<file path="src/rtl/ipg_defer_pkg.sv">
package ipg_defer_pkg;

    // Phase of the deferral timer
    typedef enum logic [1:0] {
        ST_HOLD = 2'd0,   // waiting for the medium to go idle
        ST_GAP  = 2'd1,   // counting the inter-packet gap
        ST_OPEN = 2'd2    // gap elapsed, transmission allowed
    } defer_st_e;

endpackage

</file>
<file path="src/rtl/ipg_cfg_hold.sv">
module ipg_cfg_hold #(
    parameter int FIELD_W    = 5,
    parameter int STEP       = 4,
    parameter int MIN_GAP    = 12,
    parameter int BLIND_RST  = 16,
    parameter int CNT_W      = 7
) (
    input  logic               clk,
    input  logic               rst_n,
    input  logic               port_en,
    input  logic [FIELD_W-1:0] gap_code,
    input  logic [FIELD_W-1:0] blind_code,
    output logic [CNT_W-1:0]   gap_bits,
    output logic [CNT_W-1:0]   blind_bits
);

    localparam logic [CNT_W-1:0] STEP_V  = CNT_W'(STEP);
    localparam logic [CNT_W-1:0] MIN_V   = CNT_W'(MIN_GAP);
    localparam logic [CNT_W-1:0] BLIND_V = CNT_W'(BLIND_RST * STEP);

    typedef struct packed {
        logic [CNT_W-1:0] gap;
        logic [CNT_W-1:0] blind;
    } cfg_t;

    cfg_t cfg_d, cfg_q;
    logic [CNT_W-1:0] gap_scaled;
    logic [CNT_W-1:0] blind_scaled;

    always_comb begin
        gap_scaled   = CNT_W'(gap_code) * STEP_V;
        blind_scaled = CNT_W'(blind_code) * STEP_V;
        cfg_d        = cfg_q;
        // Codes follow the inputs only while the port is off
        if (!port_en) begin
            cfg_d.gap   = (gap_scaled < MIN_V) ? MIN_V : gap_scaled;
            cfg_d.blind = blind_scaled;
        end
    end

    always_ff @(posedge clk) begin
        if (!rst_n) begin
            cfg_q <= '{gap: MIN_V, blind: BLIND_V};
        end else begin
            cfg_q <= cfg_d;
        end
    end

    assign gap_bits   = cfg_q.gap;
    assign blind_bits = cfg_q.blind;

endmodule

</file>
<file path="src/rtl/ipg_gap_fsm.sv">
module ipg_gap_fsm
    import ipg_defer_pkg::*;
#(
    parameter int CNT_W = 7
) (
    input  logic             clk,
    input  logic             rst_n,
    input  logic             port_en,
    input  logic             bit_tick,
    input  logic             carrier,
    input  logic             tx_start,
    input  logic [CNT_W-1:0] gap_bits,
    input  logic [CNT_W-1:0] blind_bits,
    output logic             tx_allowed
);

    typedef struct packed {
        defer_st_e        st;
        logic [CNT_W-1:0] cnt;
    } fsm_t;

    fsm_t s_d, s_q;
    logic [CNT_W-1:0] cnt_inc;
    logic             in_blind;

    always_comb begin
        cnt_inc  = s_q.cnt + CNT_W'(1);
        in_blind = (s_q.cnt < blind_bits);
        s_d      = s_q;
        if (!port_en) begin
            s_d = '{st: ST_HOLD, cnt: '0};
        end else begin
            unique case (s_q.st)
                ST_HOLD: begin
                    s_d.cnt = '0;
                    if (!carrier) s_d.st = ST_GAP;
                end
                ST_GAP: begin
                    // Early zone: activity restarts; late zone: ignored
                    if (carrier && in_blind) begin
                        s_d = '{st: ST_HOLD, cnt: '0};
                    end else if (bit_tick) begin
                        if (cnt_inc >= gap_bits) s_d = '{st: ST_OPEN, cnt: '0};
                        else                     s_d.cnt = cnt_inc;
                    end
                end
                ST_OPEN: begin
                    if (carrier || tx_start) s_d = '{st: ST_HOLD, cnt: '0};
                end
                default: s_d = '{st: ST_HOLD, cnt: '0};
            endcase
        end
    end

    always_ff @(posedge clk) begin
        if (!rst_n) begin
            s_q <= '{st: ST_HOLD, cnt: '0};
        end else begin
            s_q <= s_d;
        end
    end

    assign tx_allowed = (s_q.st == ST_OPEN);

endmodule

</file>
<file path="src/rtl/ipg_defer_timer.sv">
module ipg_defer_timer #(
    parameter int FIELD_W   = 5,
    parameter int STEP      = 4,
    parameter int MIN_GAP   = 12,
    parameter int BLIND_RST = 16
) (
    input  logic               clk,
    input  logic               rst_n,
    input  logic               port_en,
    input  logic               bit_tick,
    input  logic               carrier,
    input  logic               tx_start,
    input  logic [FIELD_W-1:0] gap_code,
    input  logic [FIELD_W-1:0] blind_code,
    output logic               tx_allowed
);

    localparam int MAX_BITS = ((1 << FIELD_W) - 1) * STEP;
    localparam int CNT_W    = $clog2(MAX_BITS + 1);

    logic [CNT_W-1:0] gap_bits_w;
    logic [CNT_W-1:0] blind_bits_w;

    ipg_cfg_hold #(
        .FIELD_W  (FIELD_W),
        .STEP     (STEP),
        .MIN_GAP  (MIN_GAP),
        .BLIND_RST(BLIND_RST),
        .CNT_W    (CNT_W)
    ) u_cfg (
        .clk       (clk),
        .rst_n     (rst_n),
        .port_en   (port_en),
        .gap_code  (gap_code),
        .blind_code(blind_code),
        .gap_bits  (gap_bits_w),
        .blind_bits(blind_bits_w)
    );

    ipg_gap_fsm #(
        .CNT_W(CNT_W)
    ) u_fsm (
        .clk       (clk),
        .rst_n     (rst_n),
        .port_en   (port_en),
        .bit_tick  (bit_tick),
        .carrier   (carrier),
        .tx_start  (tx_start),
        .gap_bits  (gap_bits_w),
        .blind_bits(blind_bits_w),
        .tx_allowed(tx_allowed)
    );

endmodule

</file>
<file path="config.mk">
export PLATFORM = sky130hd
export DESIGN_NAME = ipg_defer_timer
export DESIGN_NICKNAME = d
export VERILOG_FILES = /design/src/rtl/ipg_defer_pkg.sv /design/src/rtl/ipg_cfg_hold.sv /design/src/rtl/ipg_gap_fsm.sv /design/src/rtl/ipg_defer_timer.sv
export SDC_FILE = /design/constraint.sdc
export NUM_CORES = 1
export LEC_CHECK = 0
export BUFFER_PORTS_ARGS = -buffer_cell sky130_fd_sc_hd__buf_4
export CAP_MARGIN = 20
export CELL_PAD_IN_SITES_DETAIL_PLACEMENT = 2
export CELL_PAD_IN_SITES_GLOBAL_PLACEMENT = 2
export CORE_ASPECT_RATIO = 1.4
export CORE_UTILIZATION = 35
export DETAILED_ROUTE_END_ITERATION = 6
export GPL_TIMING_DRIVEN = 0
export PLACE_DENSITY_LB_ADDON = 0.1
export SKIP_LAST_GASP = 1
export SYNTH_ARGS = -nofsm -noshare
export SYNTH_HDL_FRONTEND = slang
export SYNTH_SLANG_ARGS = --single-unit
</file>
<file path="constraint.sdc">
create_clock -name clk -period 2.91 [get_ports clk]
set_clock_uncertainty 0.05 [all_clocks]
set_input_delay 0 -clock clk [delete_from_list [all_inputs] [get_ports clk]]
set_output_delay 0 -clock clk [all_outputs]
set_load 0.1 [all_outputs]
</file>
; Word-level counts from Yosys, hierarchy flattened
; Index checks and enable logic that the tools add are counted.
[classes]
add_sub_neg = 1
n_lt_le_gt_ge = 3
eq_ne = 6
n_mux = 8
reduce_logical = 6
[op_table]
columns = op, n
row1 = $mux 9, 3
row2 = $pmux 9 s3, 1
row3 = $mux 7, 2
row4 = $add 7x1->7 const B, 1
row5 = $ge 7x7->1, 1
row6 = $lt 7x4->1 const B, 1
row7 = $lt 7x7->1, 1
row8 = $mux 2, 2
row9 = $reduce_and 2->1, 2
row10 = $reduce_and 4->1, 1
row11 = $ne 3x1->1 const B, 1
row12 = $ne 3x2->1 const B, 1
row13 = $eq 2x1->1 const B, 1
row14 = $eq 2x2->1 const B, 1
row15 = $logic_not 2->1, 1
row16 = $ne 2x1->1 const B, 1
row17 = $ne 2x2->1 const B, 1
row18 = $logic_and 1x1->1, 1
row19 = $logic_or 1x1->1, 1
[totals]
regBits = 21
out_inout_bits = 1

; Depth between registers and ports, before layout
; Gate-level depths: netlist of run 1.
[depth]
word_depth = 6
mapped_depth = 10
ltp_nobuf = 10

; Hierarchy
; From an unflattened synthesis of run 1, not the netlist that was laid out.
[unflattened]
cells_unflattened = 136
area_unflattened_um2 = 1260.0
[by_module_without_submodules]
columns = mod, instances, cells_each, area_per_inst_um2
row1 = ipg_gap_fsm, 1, 99, 848.3
row2 = ipg_cfg_hold, 1, 37, 411.6

; Least setup slack after synthesis of run 1
; Ideal clock, no wire load.
[synth_timing]
path_type = register to register
start = register u_fsm.s_q[0] (netlist bit)
end = register u_fsm.s_q[5] (netlist bit)
setup_ns = 0.117
arrival_ns = 2.127
required_time_ns = 2.743
slack_ns = 0.616
stages_incl_launch_ff = 11
path_buffers = 0
synth_period_minus_slack_ns = 2.294
cell_sequence = dfxtp_1 > ha_1 > and3_1 > nand3_1 > xnor2_1 > ha_1 > nand2_1 > o22ai_2 > or2_1 > nor3_4 > a32o_1
[synth_via]
elab_chain_cells = 6
word_cells_on_any_way = 10
cone_classes = add/sub: 1 / order compare: 2 / eq/ne: 1 / mux: 4 / reduce/logical: 2
[synth_lines]
columns = element, line_no
row1 = start: declaration, ipg_gap_fsm.sv:22  ; fsm_t s_d, s_q;
row2 = start signal: assignment, ipg_gap_fsm.sv:57  ; s_q <= '{st: ST_HOLD, cnt: '0};
row3 = $add 7x1->7, ipg_gap_fsm.sv:27  ; cnt_inc = s_q.cnt + CNT_W'(1);
row4 = $ge 7x7->1, ipg_gap_fsm.sv:43  ; if (cnt_inc >= gap_bits) s_d = '{st: ST_OPEN, cnt: '0};
row5 = $mux 7, ipg_gap_fsm.sv:43
row6 = $mux 9, ipg_gap_fsm.sv:42  ; end else if (bit_tick) begin
row7 = $mux 9, ipg_gap_fsm.sv:40  ; if (carrier && in_blind) begin
row8 = $pmux 9 s3, ipg_gap_fsm.sv:33  ; unique case (s_q.st)
; Parallel ways exist; a longest one is shown, timed or not. The select of a mux whose other input is x is not followed.
; A chain may end at the register's enable or synchronous reset.

; Final worst setup path of run 1
[layout_timing]
start = register u_fsm.s_q[0] (netlist bit)
end = register u_fsm.s_q[1] (netlist bit)
; The elaborated chain is that of the path after synthesis.

==> results.py, run 1 <==
metrics = {
    "global_routing": {
        "grt_pass1_wl_mm": 5.26,
        "met1_usage_pct": 19.2,
        "grt_max_degree": 11,
        "first_global_vias": 1157,
        "gr-total-overflow": 0,
        "antenna_found_initial": 0,
        "met2_usage_pct": 38.4,
        "busiest_layer": "met2",
        "grt_use_total_pct": 19.5,
        "met3_usage_pct": 3.61,
    },
    "routing": {
        "drc": 0,
        "wl_per_cell_um": 16.5,
        "drtIter0Drc": 5,
        "firstDrtPassIters": 4,
        "via_per_inst": 5.51,
        "vias": 1074,
        "routed_wl_mm": 3.21,
        "drtAntennaViolNets": 0,
    },
    "cells_and_area": {
        "regArea_sq_um": 380,
        "layout_common_cells": "dfxtp_1 (19), buf_4 (16), inv_1 (10)",
        "final_common_cell": "dfxtp_1",
        "nNetsFinal": 183,
        "post-route-util_pct": 47.1,
        "final_area_sq_um": 1510,
        "antenna_cells": 0,
        "multi_input_area_sq_um": 778,
        "area_growth_pct": 25.1,
        "drive_above_1_share_pct": 21.2,
        "fill_cells": 346,
    },
    "logic_synthesis": {
        "mappedNetlistNets": 154,
        "ys_ff_latch": 19,
        "synth_fa_ha_area_share_pct": 10.3,
        "synth_top_area_cell": "dfxtp_1",
        "synth_warnings": 0,
        "synthTopCellsByArea": "dfxtp_1 (31%), ha_1 (10%), mux2i_1 (7.4%), nor2b_1 (4.1%), xnor2_1 (3.6%)",
        "synth_cell_types": 43,
        "synth-edff-count": 0,
        "synth_simple_gate_area_share_pct": 23.7,
        "yosysTopAreaCellShare_pct": 31.4,
        "synth_top_family_by_area": "simple AND/OR/NAND/NOR gates",
        "ys_seq_area_share_pct": 31.4,
        "synth-compound-area-share_pct": 18.4,
        "syn_area_per_cell_sq_um": 9.45,
        "syn_area_sq_um": 1210,
        "ys.flop_type": "dfxtp_1",
        "synth_mux_area_share_pct": 7.45,
        "async_flop_share_pct": 0,
        "synth_xor_xnor_area_share_pct": 3.62,
        "netlist_instances": 128,
    },
    "place": {
        "place_congestion": 0.748,
        "hpwlAfterDp_mm": 2.53,
        "place_area_sq_um": 1380,
        "io_buffers": 16,
    },
    "clock_network": {
        "insertion_delay_ns": 0.26,
        "clock-root-buffer": "clkbuf_8",
        "clk_pin_slew_ns": 0.08,
        "cts_tree": "done",
        "cts_buffer_depth": 2,
        "cts.sinks": 19,
        "htreeDepth": 1,
        "cts_buffers": 3,
        "cts_setup_buffers": 0,
    },
    "timing": {
        "report.final.slew_viol_count": 0,
        "period_needed_ns": 2.66,
        "setup_viol": 0,
        "fmax_mhz": 376,
        "rsz0062_at_grt": "false",
        "period_share_pct": 91.4,
        "hold_viol": 2,
        "setup_tns_ns": 0,
        "holdWs_ns": -0.00164,
        "slew_headroom_pct": 63.1,
        "tightest_slew_ns": 0.547,
    },
    "worst_setup_path": {
        "criticalPathCategory": "reg -> reg",
        "cp_max_fo": 6,
        "critPathArrivalTime_ns": 2.76,
        "end_kind": "flop",
        "start_kind": "flop",
        "required_ns": 3.01,
    },
    "power_and_ir_drop": {
        "p_leak_nw": 0.637,
        "vdd_ir_drop_max_mv": 0.243,
        "p_total_uw": 554,
        "power.density_nw_per_um2": 366,
    },
    "floorplan": {
        "start_util_pct": 37.7,
        "io_pins": 17,
        "rows": 24,
        "coreArea_sq_um": 3210,
        "die_area_sq_um": 3700,
        "die_y_um": 71.6,
        "die_x_um": 51.7,
    },
    "status": {
        "failed_checks": "hold timing",
        "status": "finished, violations left",
    },
    "hold_path": {
        "worstHoldPathType": "in -> reg",
    },
    "job": {
        "cap_violations": 0,
    },
}
## worst max-delay path: stages (launching register included)
cell and delay (ns):
dfxtp_1 0.41, ha_2 0.29, and3_1 0.21, nand3_1 0.14, xnor2_2 0.19, ha_1 0.33, nand2_1 0.08, o22ai_2 0.28
or2_1 0.23, nor3_4 0.07, a32o_1 0.26
## registers in the layout, summed over array words and instances, names as in the netlist
| signal | cells |
|---|---|
| u_cfg.gap_bits | 5 |
| u_cfg.blind_bits | 5 |
| u_fsm.s_q | 9 |
## routing by layer
metal  wire (um)  share of wire (%)
met1        1220                 38
met2        1860                 58
met3          81                2.5
met4          46                1.4
met5           0                  0
## report_power, final
| group | internal [mW] | total, mW | switching [mW] |
|---|---|---|---|
| sequential | 0.269 | 0.275 | 0.00617 |
| clock | 0.0976 | 0.195 | 0.0970 |
| combinational | 0.0445 | 0.0846 | 0.0401 |
## synthesized netlist by cell type, types with 3 or more instances
library cell	number
nand3_1	4
ha_1	10
a21oi_1	3
inv_1	10
dfxtp_1	19
xnor2_1	5
nand2_1	8
a32o_1	3
nor3_1	6
o21ai_0	3
nor2_1	5
mux2i_1	9
nor2b_1	8
## cell type report
| cell class | count | share of cell area (%) |
|---|---|---|
| repair buffers | 24 | 13.2 |
| flip-flops and latches | 19 | 25.1 |
| well taps | 39 | 3.22 |
| inverters | 10 | 2.48 |
| plain buffers | 4 | 1.57 |
| clock buffers | 4 | 2.98 |
| multi-input cells | 95 | 51.4 |
## what timing repair did
action / 4_1_cts / 5_1_grt
endpoints found under the setup margin: 0 / 7
resized for setup: 0 / 2
hold endpoints to repair: 8 / 0
hold buffers: 8 / 0
## worst paths after layout
check	start	to	slack (ns)	cells past startpoint
hold / removal	gap_code[3]	u_cfg.gap_bits[5]	-0.002	3
setup reg to reg	u_fsm.s_q[0]	u_fsm.s_q[1]	0.25	10
hold reg to reg	u_cfg.blind_bits[6]	u_cfg.blind_bits[6]	0.44	2
setup / recovery	u_fsm.s_q[0]	u_fsm.s_q[1]	0.25	10
## kinds of logic after synthesis
| group | Yosys count |
|---|---|
| adders and majority gates | 10 |
| muxes | 9 |
| AOI/OAI and AO/OA | 26 |
| and+or+nand+nor | 45 |
| xor gates and xnor gates | 5 |
| buffers and inverters | 14 |
| DFF | 19 |
## metrics by stage
stage / instances / setup WS [ns]
after floorplan: 128 / 0.616
after global placement: 183 / 0.266
after detailed placement: 183 / 0.152
after CTS: 195 / 0.0934
after global routing: 195 / 0.0567
final: 195 / 0.249
Power figures use the tool's default switching activity.
==> run 2: changes to the inputs <==
==> constraint.sdc (replaced) <==
create_clock -name clk -period 2.91 [get_ports clk]
set_clock_uncertainty 0.05 [all_clocks]
set_input_delay 0.1455 -clock clk [delete_from_list [all_inputs] [get_ports clk]]
set_output_delay 0.1455 -clock clk [all_outputs]
set_load 0.1 [all_outputs]
==> run 2 against run 1 <==
The run now ends clean. Final cell count fell by 4.1%. Maximum frequency fell by 1.7%. Clock-buffer cell count did not move. Final area fell by 5.8%. Sequential share of layout area rose by 1.5 points. Utilization fell by 2.7 points. Via count fell by 5.6%. Clock power barely moved. Register-to-register slack got worse by 0.05 ns. Worst setup slack got worse by 0.046 ns. Die area did not move. Largest power group unchanged.
==> results.py, run 2 (synthesis gave the netlist of run 1 again) <==
metrics = {
    "status": {
        "status": "complete, no violations",
    },
    "power_and_ir_drop": {
        "p_total_uw": 543,
        "p_leak_nw": 0.594,
        "power_frac_comb_pct": 13.8,
        "pwr-share-clk_pct": 35.6,
        "p_switching_uw": 139,
        "pwr-share-seq_pct": 50.6,
        "vdd_ir_drop_max_mv": 0.240,
        "internal-power_uw": 404,
        "p_sw_share_pct": 25.6,
        "power.density_nw_per_um2": 380,
    },
    "hold_path": {
        "min_from": "gap_code[0]",
        "worstHoldPathType": "in -> reg",
    },
    "clock_network": {
        "cts_buffer_depth": 2,
        "cts_tree": "done",
        "cts.sinks": 19,
        "cts_hold_buf": 0,
        "htreeDepth": 1,
        "cts_resized": 0,
        "clock-root-buffer": "clkbuf_8",
        "cts_setup_buffers": 0,
        "clk_pin_slew_ns": 0.08,
        "cts_buffers": 3,
        "insertion_delay_ns": 0.26,
    },
    "place": {
        "io_buffers": 16,
        "dp_slack_ns": 0.152,
        "place_congestion": 0.748,
        "hpwlAfterDp_mm": 2.53,
    },
    "cells_and_area": {
        "largest_register_ff_count": 9,
        "drive_above_1_share_pct": 21.6,
        "nNetsFinal": 175,
        "final_common_cell": "dfxtp_1",
        "post-route-util_pct": 44.4,
        "area_growth_pct": 17.9,
        "antenna_cells": 0,
        "layout_common_cells": "dfxtp_1 (19), buf_4 (16), inv_1 (10)",
        "top_register": "u_fsm.s_q",
    },
    "job": {
        "cap_violations": 0,
    },
    "worst_setup_path": {
        "r2r_setup_slack_ns": 0.20,
        "reg2reg_from": "u_fsm.s_q[0]",
        "cp_max_fo": 6,
        "cpMaxStageDelayCell": "dfxtp_1",
        "required_ns": 3.06,
        "criticalPathCategory": "reg -> reg",
        "crit_start": "u_fsm.s_q[0]",
        "start_kind": "flop",
        "critPathArrivalTime_ns": 2.86,
        "end_kind": "flop",
        "cp_cell_sequence": "ha_2 -> and3_1 -> nand3_1 -> xnor2_1 -> ha_1 -> nand4_1 -> o22ai_2 -> or2_1 -> nor3_4 -> a32o_1",
        "max_stage_delay_ns": 0.41,
    },
    "floorplan": {
        "io_pins": 17,
        "die_x_um": 51.7,
        "rows": 24,
        "coreArea_sq_um": 3210,
        "die_area_sq_um": 3700,
        "start_util_pct": 37.7,
        "die_y_um": 71.6,
    },
    "timing": {
        "report.final.slew_viol_count": 0,
        "setup_ws_ns": 0.203,
        "hold_viol": 0,
        "slew_headroom_pct": 65.5,
        "setup_viol": 0,
        "fmax_mhz": 369,
        "period_needed_ns": 2.71,
        "rsz0062_at_grt": "false",
        "tightest_slew_ns": 0.511,
        "setup_tns_ns": 0,
        "period_share_pct": 93.0,
    },
    "global_routing": {
        "grt_use_total_pct": 18.6,
        "grt_max_degree": 11,
        "grt_pass1_wl_mm": 5.04,
        "first_global_vias": 1113,
        "antenna_found_initial": 0,
        "gr-total-overflow": 0,
    },
    "routing": {
        "routed_wl_mm": 2.99,
        "firstDrtPassIters": 4,
        "drc": 0,
        "drtIter0Drc": 3,
        "drtAntennaViolNets": 0,
        "wl_per_cell_um": 16.0,
        "via_per_inst": 5.42,
        "vias": 1014,
    },
}
[run 2: cell types whose count changed in the layout (fill, tap and decap cells not counted)]
| cell | delta |
|---|---|
| xnor2_2 | -1 |
| dlygate4sd3_1 | -8 |
| xnor2_1 | +1 |
[run 2: per-layer routing]
layer / GRT usage, % / wire (um) / share of wire (%)
met5: 0 / 0 / 0
met4: 5.41 / 36 / 1.2
met3: 3.18 / 70 / 2.3
met2: 36.8 / 1740 / 58
met1: 18.9 / 1150 / 38
[run 2: power groups by stage]
stage	Clock, mW	Combinational (mW)	Sequential [mW]
finish	0.193	0.0749	0.274
global route	0.211	0.0831	0.276
detailed placement	0	0.0763	0.281
global placement	0	0.0709	0.280
CTS	0.200	0.0766	0.275
floorplan	0	0.0450	0.279
[run 2: layout make-up]
type,instances,area [sq um]
Buffer,4,23.8
Sequential cell,19,380
Clock buffer,4,45.0
Fill cell,365,1790
Multi-Input combinational cell,95,771
Tap cell,39,48.8
Timing Repair Buffer,16,120
Inverter,10,37.5
[run 2: per-stage QoR]
stage               hold WS (ns)  instances  instance area, sq um
global route              0.0326        187                  1430
finish                    0.0284        187                  1430
detailed placement         0.304        183                  1380
floorplan                  0.215        128                  1210
global placement           0.300        183                  1380
CTS                       0.0281        187                  1420
[run 2: worst paths after layout]
path | endpoint | cells past startpoint
setup reg to reg | u_fsm.s_q[1] | 10
hold reg to reg | u_cfg.blind_bits[6] | 2
hold / removal | u_cfg.gap_bits[2] | 2
setup / recovery | u_fsm.s_q[1] | 10
[run 2: critical path: cells and delay by family, from the launching register on]
family / cells / cell delay [ns]
compound gates: 2 / 0.31
simple gates: 5 / 0.97
flops: 1 / 0.41
xor+xnor: 1 / 0.29
fa+ha+maj: 2 / 0.61
